<file path="src/rtl/blkrd_pkg.sv">
package blkrd_pkg;

  localparam int REG_W     = 32;
  localparam int XFER_LSB  = 16;
  localparam int DIR_BIT   = 18;
  localparam int TYPE_LSB  = 19;
  localparam int LEN_LSB   = 16;

  typedef enum logic [1:0] {
    XF_NONE  = 2'd0,
    XF_START = 2'd1,
    XF_STOP  = 2'd2,
    XF_RSVD  = 2'd3
  } xfer_e;

  typedef enum logic [1:0] {
    TT_SINGLE = 2'd0,
    TT_MULTI  = 2'd1,
    TT_STREAM = 2'd2,
    TT_RSVD   = 2'd3
  } xtype_e;

  typedef enum logic [2:0] {
    FR_IDLE = 3'd0,
    FR_HUNT = 3'd1,
    FR_DATA = 3'd2,
    FR_CRC  = 3'd3,
    FR_TAIL = 3'd4
  } fr_state_e;

  typedef struct packed {
    logic arm;
    logic stop;
  } cmd_dec_t;

  // Split a command word into arm / stop requests.
  function automatic cmd_dec_t decode_cmd(input logic [REG_W-1:0] w);
    cmd_dec_t d;
    xfer_e    xf;
    xtype_e   tt;
    xf     = xfer_e'(w[XFER_LSB +: 2]);
    tt     = xtype_e'(w[TYPE_LSB +: 2]);
    d.arm  = (xf == XF_START) && w[DIR_BIT] && (tt == TT_SINGLE);
    d.stop = (xf == XF_STOP);
    return d;
  endfunction

  // Byte length to whole 32-bit words (two low bits dropped).
  function automatic logic [REG_W-1:0] len_to_words(input logic [REG_W-1:0] len);
    return len >> 2;
  endfunction

endpackage

</file>
<file path="src/rtl/blkrd_cmd_decode.sv">
module blkrd_cmd_decode
  import blkrd_pkg::*;
#(
  parameter int LEN_W = 16,
  localparam int WC_W = LEN_W - 2
) (
  input  logic             cmd_wr,
  input  logic [REG_W-1:0] cmd_word,
  input  logic [REG_W-1:0] mode_word,
  output logic             arm,
  output logic             stop,
  output logic [WC_W-1:0]  nwords
);

  cmd_dec_t         dec;
  logic [REG_W-1:0] len_ext;
  logic [REG_W-1:0] words_ext;

  always_comb begin
    dec       = decode_cmd(cmd_word);
    arm       = cmd_wr && dec.arm;
    stop      = cmd_wr && dec.stop;
    len_ext   = REG_W'(mode_word[LEN_LSB +: LEN_W]);
    words_ext = len_to_words(len_ext);
    nwords    = words_ext[WC_W-1:0];
  end

endmodule

</file>
<file path="src/rtl/blkrd_crc.sv">
module blkrd_crc #(
  parameter int          CRC_W = 16,
  parameter logic [15:0] POLY  = 16'h1021
) (
  input  logic             clk,
  input  logic             rst_n,
  input  logic             clr,
  input  logic             en,
  input  logic             din,
  output logic [CRC_W-1:0] crc
);

  logic [CRC_W-1:0] nxt;
  logic             fb;

  always_comb begin
    fb  = crc[CRC_W-1] ^ din;
    nxt = {crc[CRC_W-2:0], 1'b0};
    for (int i = 0; i < CRC_W; i++) begin
      if (fb && POLY[i]) nxt[i] = ~nxt[i];
    end
  end

  always_ff @(posedge clk or negedge rst_n) begin
    if (!rst_n)   crc <= '0;
    else if (clr) crc <= '0;
    else if (en)  crc <= nxt;
  end

endmodule

</file>
<file path="src/rtl/blkrd_frame.sv">
module blkrd_frame
  import blkrd_pkg::*;
#(
  parameter int DATA_W = 32,
  parameter int LEN_W  = 16,
  parameter int CRC_W  = 16,
  localparam int WC_W  = LEN_W - 2,
  localparam int BC_W  = $clog2(DATA_W),
  localparam int CC_W  = $clog2(CRC_W)
) (
  input  logic              clk,
  input  logic              rst_n,
  input  logic              arm,
  input  logic              stop,
  input  logic [WC_W-1:0]   nwords,
  input  logic              bit_en,
  input  logic              dat,
  input  logic [CRC_W-1:0]  crc_val,
  output logic              crc_clr,
  output logic              crc_en,
  output logic              word_done,
  output logic [DATA_W-1:0] word_val,
  output logic              block_done,
  output logic              crc_bad
);

  localparam logic [BC_W-1:0] BC_LAST = BC_W'(DATA_W - 1);
  localparam logic [CC_W-1:0] CC_LAST = CC_W'(CRC_W - 1);

  fr_state_e         state;
  logic [BC_W-1:0]   bit_cnt;
  logic [WC_W-1:0]   word_cnt;
  logic [WC_W-1:0]   nwords_q;
  logic [CC_W-1:0]   crc_cnt;
  logic [DATA_W-1:0] shreg;
  logic [CRC_W-1:0]  rcrc;
  logic              step;

  always_comb begin
    step       = bit_en && !arm && !stop;
    word_val   = {shreg[DATA_W-2:0], dat};
    crc_clr    = arm;
    crc_en     = step && (state == FR_DATA);
    word_done  = crc_en && (bit_cnt == BC_LAST);
    block_done = step && (state == FR_TAIL);
    crc_bad    = (rcrc != crc_val) || !dat;
  end

  always_ff @(posedge clk or negedge rst_n) begin
    if (!rst_n) begin
      state    <= FR_IDLE;
      bit_cnt  <= '0;
      word_cnt <= '0;
      nwords_q <= '0;
      crc_cnt  <= '0;
      shreg    <= '0;
      rcrc     <= '0;
    end else if (arm) begin
      state    <= FR_HUNT;
      nwords_q <= nwords;
      bit_cnt  <= '0;
      word_cnt <= '0;
      crc_cnt  <= '0;
    end else if (stop) begin
      state <= FR_IDLE;
    end else if (bit_en) begin
      case (state)
        FR_HUNT: begin
          if (!dat) state <= (nwords_q == '0) ? FR_CRC : FR_DATA;
        end
        FR_DATA: begin
          shreg   <= word_val;
          bit_cnt <= bit_cnt + 1'b1;
          if (bit_cnt == BC_LAST) begin
            word_cnt <= word_cnt + 1'b1;
            if (word_cnt == nwords_q - WC_W'(1)) state <= FR_CRC;
          end
        end
        FR_CRC: begin
          rcrc    <= {rcrc[CRC_W-2:0], dat};
          crc_cnt <= crc_cnt + 1'b1;
          if (crc_cnt == CC_LAST) state <= FR_TAIL;
        end
        FR_TAIL: state <= FR_IDLE;
        default: state <= FR_IDLE;
      endcase
    end
  end

  AST_HUNT_HOLD: assert property (@(posedge clk) disable iff (!rst_n)
    (state == FR_HUNT && bit_en && dat && !arm && !stop) |=> (state == FR_HUNT));

  AST_WORD_BOUND: assert property (@(posedge clk) disable iff (!rst_n)
    (state == FR_DATA) |-> (word_cnt < nwords_q));

  AST_EMPTY_SKIP: assert property (@(posedge clk) disable iff (!rst_n)
    (state == FR_HUNT && step && !dat && nwords_q == '0) |=> (state == FR_CRC));

endmodule

</file>
<file path="src/rtl/blkrd_status.sv">
module blkrd_status #(
  parameter int DATA_W = 32
) (
  input  logic              clk,
  input  logic              rst_n,
  input  logic              arm,
  input  logic              stop,
  input  logic              word_done,
  input  logic [DATA_W-1:0] word_val,
  input  logic              block_done,
  input  logic              crc_bad,
  input  logic              rd_strobe,
  output logic [DATA_W-1:0] rx_word,
  output logic              st_rx_ready,
  output logic              st_overrun,
  output logic              st_block_end,
  output logic              st_crc_err,
  output logic              st_busy
);

  always_ff @(posedge clk or negedge rst_n) begin
    if (!rst_n) begin
      rx_word      <= '0;
      st_rx_ready  <= 1'b0;
      st_overrun   <= 1'b0;
      st_block_end <= 1'b0;
      st_crc_err   <= 1'b0;
      st_busy      <= 1'b0;
    end else if (arm) begin
      st_rx_ready  <= 1'b0;
      st_overrun   <= 1'b0;
      st_block_end <= 1'b0;
      st_crc_err   <= 1'b0;
      st_busy      <= 1'b1;
    end else begin
      if (block_done || stop) st_busy <= 1'b0;
      if (word_done) begin
        rx_word     <= word_val;
        st_rx_ready <= 1'b1;
        if (st_rx_ready && !rd_strobe) st_overrun <= 1'b1;
      end else if (rd_strobe) begin
        st_rx_ready <= 1'b0;
      end
      if (block_done) begin
        st_block_end <= 1'b1;
        if (crc_bad) st_crc_err <= 1'b1;
      end
    end
  end

  AST_ARM_BUSY: assert property (@(posedge clk) disable iff (!rst_n)
    arm |=> (st_busy && !st_rx_ready && !st_overrun && !st_block_end && !st_crc_err));

  AST_RDY_FROM_WORD: assert property (@(posedge clk) disable iff (!rst_n)
    $rose(st_rx_ready) |-> $past(word_done));

  AST_READ_CLEARS: assert property (@(posedge clk) disable iff (!rst_n)
    (rd_strobe && !word_done && !arm) |=> !st_rx_ready);

  AST_OVR_CAUSE: assert property (@(posedge clk) disable iff (!rst_n)
    $rose(st_overrun) |-> $past(word_done && st_rx_ready && !rd_strobe));

  AST_END_DROPS_BUSY: assert property (@(posedge clk) disable iff (!rst_n)
    $rose(st_block_end) |-> $fell(st_busy));

  AST_STOP_IDLE: assert property (@(posedge clk) disable iff (!rst_n)
    (stop && !arm) |=> !st_busy);

endmodule

</file>
<file path="src/rtl/blkrd_rx.sv">
module blkrd_rx
  import blkrd_pkg::*;
#(
  parameter int          DATA_W = 32,
  parameter int          LEN_W  = 16,
  parameter int          CRC_W  = 16,
  parameter logic [15:0] POLY   = 16'h1021,
  localparam int         WC_W   = LEN_W - 2
) (
  input  logic              clk,
  input  logic              rst_n,
  input  logic              cmd_wr,
  input  logic [31:0]       cmd_word,
  input  logic [31:0]       mode_word,
  input  logic              bit_en,
  input  logic              dat_in,
  input  logic              rd_strobe,
  output logic [DATA_W-1:0] rx_word,
  output logic              st_rx_ready,
  output logic              st_overrun,
  output logic              st_block_end,
  output logic              st_crc_err,
  output logic              st_busy
);

  logic              arm;
  logic              stop;
  logic [WC_W-1:0]   nwords;
  logic              crc_clr;
  logic              crc_en;
  logic [CRC_W-1:0]  crc_val;
  logic              word_done;
  logic [DATA_W-1:0] word_val;
  logic              block_done;
  logic              crc_bad;

  blkrd_cmd_decode #(.LEN_W(LEN_W)) u_dec (
    .cmd_wr    (cmd_wr),
    .cmd_word  (cmd_word),
    .mode_word (mode_word),
    .arm       (arm),
    .stop      (stop),
    .nwords    (nwords)
  );

  blkrd_crc #(.CRC_W(CRC_W), .POLY(POLY)) u_crc (
    .clk   (clk),
    .rst_n (rst_n),
    .clr   (crc_clr),
    .en    (crc_en),
    .din   (dat_in),
    .crc   (crc_val)
  );

  blkrd_frame #(.DATA_W(DATA_W), .LEN_W(LEN_W), .CRC_W(CRC_W)) u_frame (
    .clk        (clk),
    .rst_n      (rst_n),
    .arm        (arm),
    .stop       (stop),
    .nwords     (nwords),
    .bit_en     (bit_en),
    .dat        (dat_in),
    .crc_val    (crc_val),
    .crc_clr    (crc_clr),
    .crc_en     (crc_en),
    .word_done  (word_done),
    .word_val   (word_val),
    .block_done (block_done),
    .crc_bad    (crc_bad)
  );

  blkrd_status #(.DATA_W(DATA_W)) u_stat (
    .clk          (clk),
    .rst_n        (rst_n),
    .arm          (arm),
    .stop         (stop),
    .word_done    (word_done),
    .word_val     (word_val),
    .block_done   (block_done),
    .crc_bad      (crc_bad),
    .rd_strobe    (rd_strobe),
    .rx_word      (rx_word),
    .st_rx_ready  (st_rx_ready),
    .st_overrun   (st_overrun),
    .st_block_end (st_block_end),
    .st_crc_err   (st_crc_err),
    .st_busy      (st_busy)
  );

  AST_NO_WORD_IDLE: assert property (@(posedge clk) disable iff (!rst_n)
    word_done |-> st_busy);

endmodule

</file>
<file path="config.mk">
export PLATFORM = sky130hd
export DESIGN_NAME = blkrd_rx
export DESIGN_NICKNAME = d
export VERILOG_FILES = /design/src/rtl/blkrd_pkg.sv /design/src/rtl/blkrd_cmd_decode.sv /design/src/rtl/blkrd_crc.sv /design/src/rtl/blkrd_frame.sv /design/src/rtl/blkrd_status.sv /design/src/rtl/blkrd_rx.sv
export SDC_FILE = /design/constraint.sdc
export NUM_CORES = 1
export LEC_CHECK = 0
export CAP_MARGIN = 20
export CORE_ASPECT_RATIO = 1.4
export CORE_MARGIN = 5
export CORE_UTILIZATION = 40
export DETAILED_ROUTE_END_ITERATION = 7
export DONT_BUFFER_PORTS = 1
export HOLD_SLACK_MARGIN = 0.08
export PLACE_DENSITY_LB_ADDON = 0.15
export REMOVE_ABC_BUFFERS = 1
export SLEW_MARGIN = 20
export SYNTH_ARGS = -nofsm -noshare
export SYNTH_HDL_FRONTEND = slang
export SYNTH_SLANG_ARGS = --single-unit
export TNS_END_PERCENT = 10
</file>
<file path="constraint.sdc">
create_clock -name clk -period 5 [get_ports clk]
set_input_delay 1 -clock clk [delete_from_list [all_inputs] [get_ports clk]]
set_output_delay 1 -clock clk [all_outputs]
set_load 0.05 [all_outputs]
</file>
==> results.yml <==
setup_path:
  r2r-end: "u_frame.shreg[15]"
  crit_type: "input port to flip-flop"
  r2r.worst_path.cells: 5
  crit_required_ps: 5290
  regToRegSetupSlack_ps: 2290
  worst-endpoint-arrival_ps: 3140
  cp-start-kind: "input port"
  crit_fanout: 23
  r2r-start: "u_frame.state[1]"
  cp-end-kind: "flip-flop"
final_layout:
  antenna_cells: 0
  nets: 650
  layout_commonest_cell: "dfrtp_1"
  final_layout_size_suffix_gt1_frac: 0.0799
  layout_common_cells: "dfrtp_1 (140), nand2_1 (94), mux2_1 (79)"
  instances_no_fill: 784
  synthToLayoutAreaGrowth_pct: 11.9
sta:
  clock.fmax_mhz: 352
  slew_headroom: 0.308
  finClkSkew_ps: 10.5
  finalSetupViolations: 0
  final.min_clock_period_ps: 2840
  tightest_slew_ps: 1040
  slew_viol_final: 0
  rsz0062_at_grt: "no"
  fin_setup_tns_ps: 0
  hold_viol: 0
  fin_crit_sh: 0.568
power:
  ir_drop_mv: 0.184
  p_leak_uw: 0.00341
  power_density_nw_per_um2: 442
floorplan:
  die_width_um: 117
  core_um2: 15700
  ios: 107
  die_h_um: 160
  rows: 54
  initial_core_util: 0.409
  die_area_um2: 18700
global_route:
  grt_max_degree: 141
  grt_pass1_wl_um: 22100
  grt-ovfl-total: 0
  gr-usage-met1: 0.177
  first_global_vias: 4400
  track_usage: 0.150
  busiest_layer: "met2"
  grt_use_met2: 0.257
  antenna_found_initial: 0
  grt_util_met3: 0.0417
placed_design:
  port_buffers: 0
  routabilityCongestion: 0.794
  placed_cells: 752
  dp_hpwl_um: 8790
clock_tree:
  clkSinkCount: 140
  clock-root-buffer: "clkbuf_16"
  cts-resized-gates: 0
  cts_buffers: 17
  postCtsSetupRepairBufs: 0
  cts_hold_buf: 0
  cts_buffer_depth: 2
  path_clk_slew_ps: 60
  h-tree-depth: 4
  cts_tree: "built"
  worstSkewPairLatency_ps: 420
yosys:
  yosysWarnings: 0
  avgSynthCellArea_um2: 11.1
  ys_seq_area_frac: 0.546
  synth_edf_count: 0
  netlist_instances: 575
  async_reset_ff_frac: 1.00
  synth_ff_type: "dfrtp_1"
  yosysUniqueCellTypes: 50
  syn_area_um2: 6410
  synth-seq-cells: 140
drt:
  drt-total-wl_um: 13200
  wire_per_inst_um: 16.8
  vias_per_cell: 5.25
  ant_nets: 0
  drc: 0
  drt-initial-drc-count: 260
  drt_pass1_iterations: 4
  vias: 4116
status:
  outcome: "complete, no violations"
min_path:
  hold_class: "input port to async pin"
job:
  drv_cap: 0
==> state kept, by name, summed over array words and instances (netlist names), 3 cells and up <==
signal / cells
u_crc.crc: 16
u_frame.shreg: 31
u_frame.bit_cnt: 5
u_frame.state: 3
u_stat.rx_word: 32
u_frame.rcrc: 16
u_frame.word_cnt: 14
u_frame.crc_cnt: 4
u_frame.nwords_q: 14
==> power breakdown <==
part	switching [uW]	internal [uW]	total (uW)
sequential	168	1270	1440
combinational	266	229	495
clock	520	716	1240
==> routing by layer <==
metal	up-vias	wire length, um
li1	1997	-
met1	2030	5360
met2	79	7000
met3	10	657
met4	0	180
met5	-	0
==> cell usage after synthesis (all sizes together) (4+ instances only) <==
| master | number | area (um^2) |
|---|---|---|
| nor3 | 6 | 35.0 |
| nand2b | 4 | 25.0 |
| a21oi | 33 | 165 |
| or3 | 7 | 43.8 |
| o21ai | 20 | 104 |
| and3 | 6 | 37.5 |
| dfrtp | 140 | 3500 |
| xnor2 | 27 | 236 |
| inv | 12 | 45.0 |
| ha | 5 | 62.6 |
| nand4 | 13 | 81.3 |
| xor2 | 19 | 166 |
| nand3 | 11 | 60.1 |
| clkbuf | 13 | 48.8 |
| buf | 11 | 60.1 |
| mux2 | 79 | 890 |
| nand2 | 94 | 353 |
| a211oi | 4 | 35.0 |
| nor2 | 32 | 123 |
==> layout make-up <==
cell class / count / area [um^2]
clock buffers: 18 / 439
clock inverters: 14 / 145
fillers: 1445 / 8500
inverters: 12 / 45.0
multi-input cells: 399 / 2760
flip-flops and latches: 140 / 3500
well taps: 196 / 245
repair buffers: 5 / 37.5
==> through the flow <==
| step | area, um^2 | power (uW) | utilization | setup slack (ps) | hold slack, ps |
|---|---|---|---|---|---|
| 2_1_floorplan | 6300 | 1810 | - | 485 | 450 |
| 3_3_place_gp | 6590 | 1930 | 0.420 | 1710 | 463 |
| 3_5_place_dp | 6590 | 1950 | 0.420 | 1680 | 475 |
| 4_1_cts | 7170 | 3210 | 0.458 | 2140 | 260 |
| 5_1_grt | 7170 | 3330 | 0.458 | 2010 | 258 |
| 6_report | 7170 | 3170 | 0.458 | 2160 | 282 |
==> logic make-up (layout without fill, tap and decap cells) <==
group,after synthesis,count (layout),share of synthesized area
multiplexers,81,81,0.142
adder cells (fa/ha/maj),5,5,0.00976
flip-flops,140,140,0.546
AO/OA/AOI/OAI,71,71,0.0650
buffers and inverters,36,49,0.0240
AND/OR/NAND/NOR,195,195,0.147
XOR/XNOR,47,47,0.0664
==> worst max-delay path, cell delays in order <==
cell	delay [ps]
nand3b_1	270
nand3_2	480
nor2_2	600
buf_4	410
mux2_1	360
==> worst max path at each step <==
stage	start	endpoint	slack, ps	cells after the start
after CTS	cmd_word[16]	u_frame.shreg[15]	2140	5
final	cmd_word[16]	u_frame.shreg[15]	2160	5
after global routing	cmd_word[16]	u_stat.rx_word[6]	2010	6
after global placement	cmd_word[16]	u_frame.shreg[18]	1710	5
after floorplan	cmd_word[18]	u_stat.rx_word[0]	490	5
after detailed placement	cmd_word[16]	u_frame.shreg[15]	1680	5
Note: power is estimated with default switching activity, not from simulation.
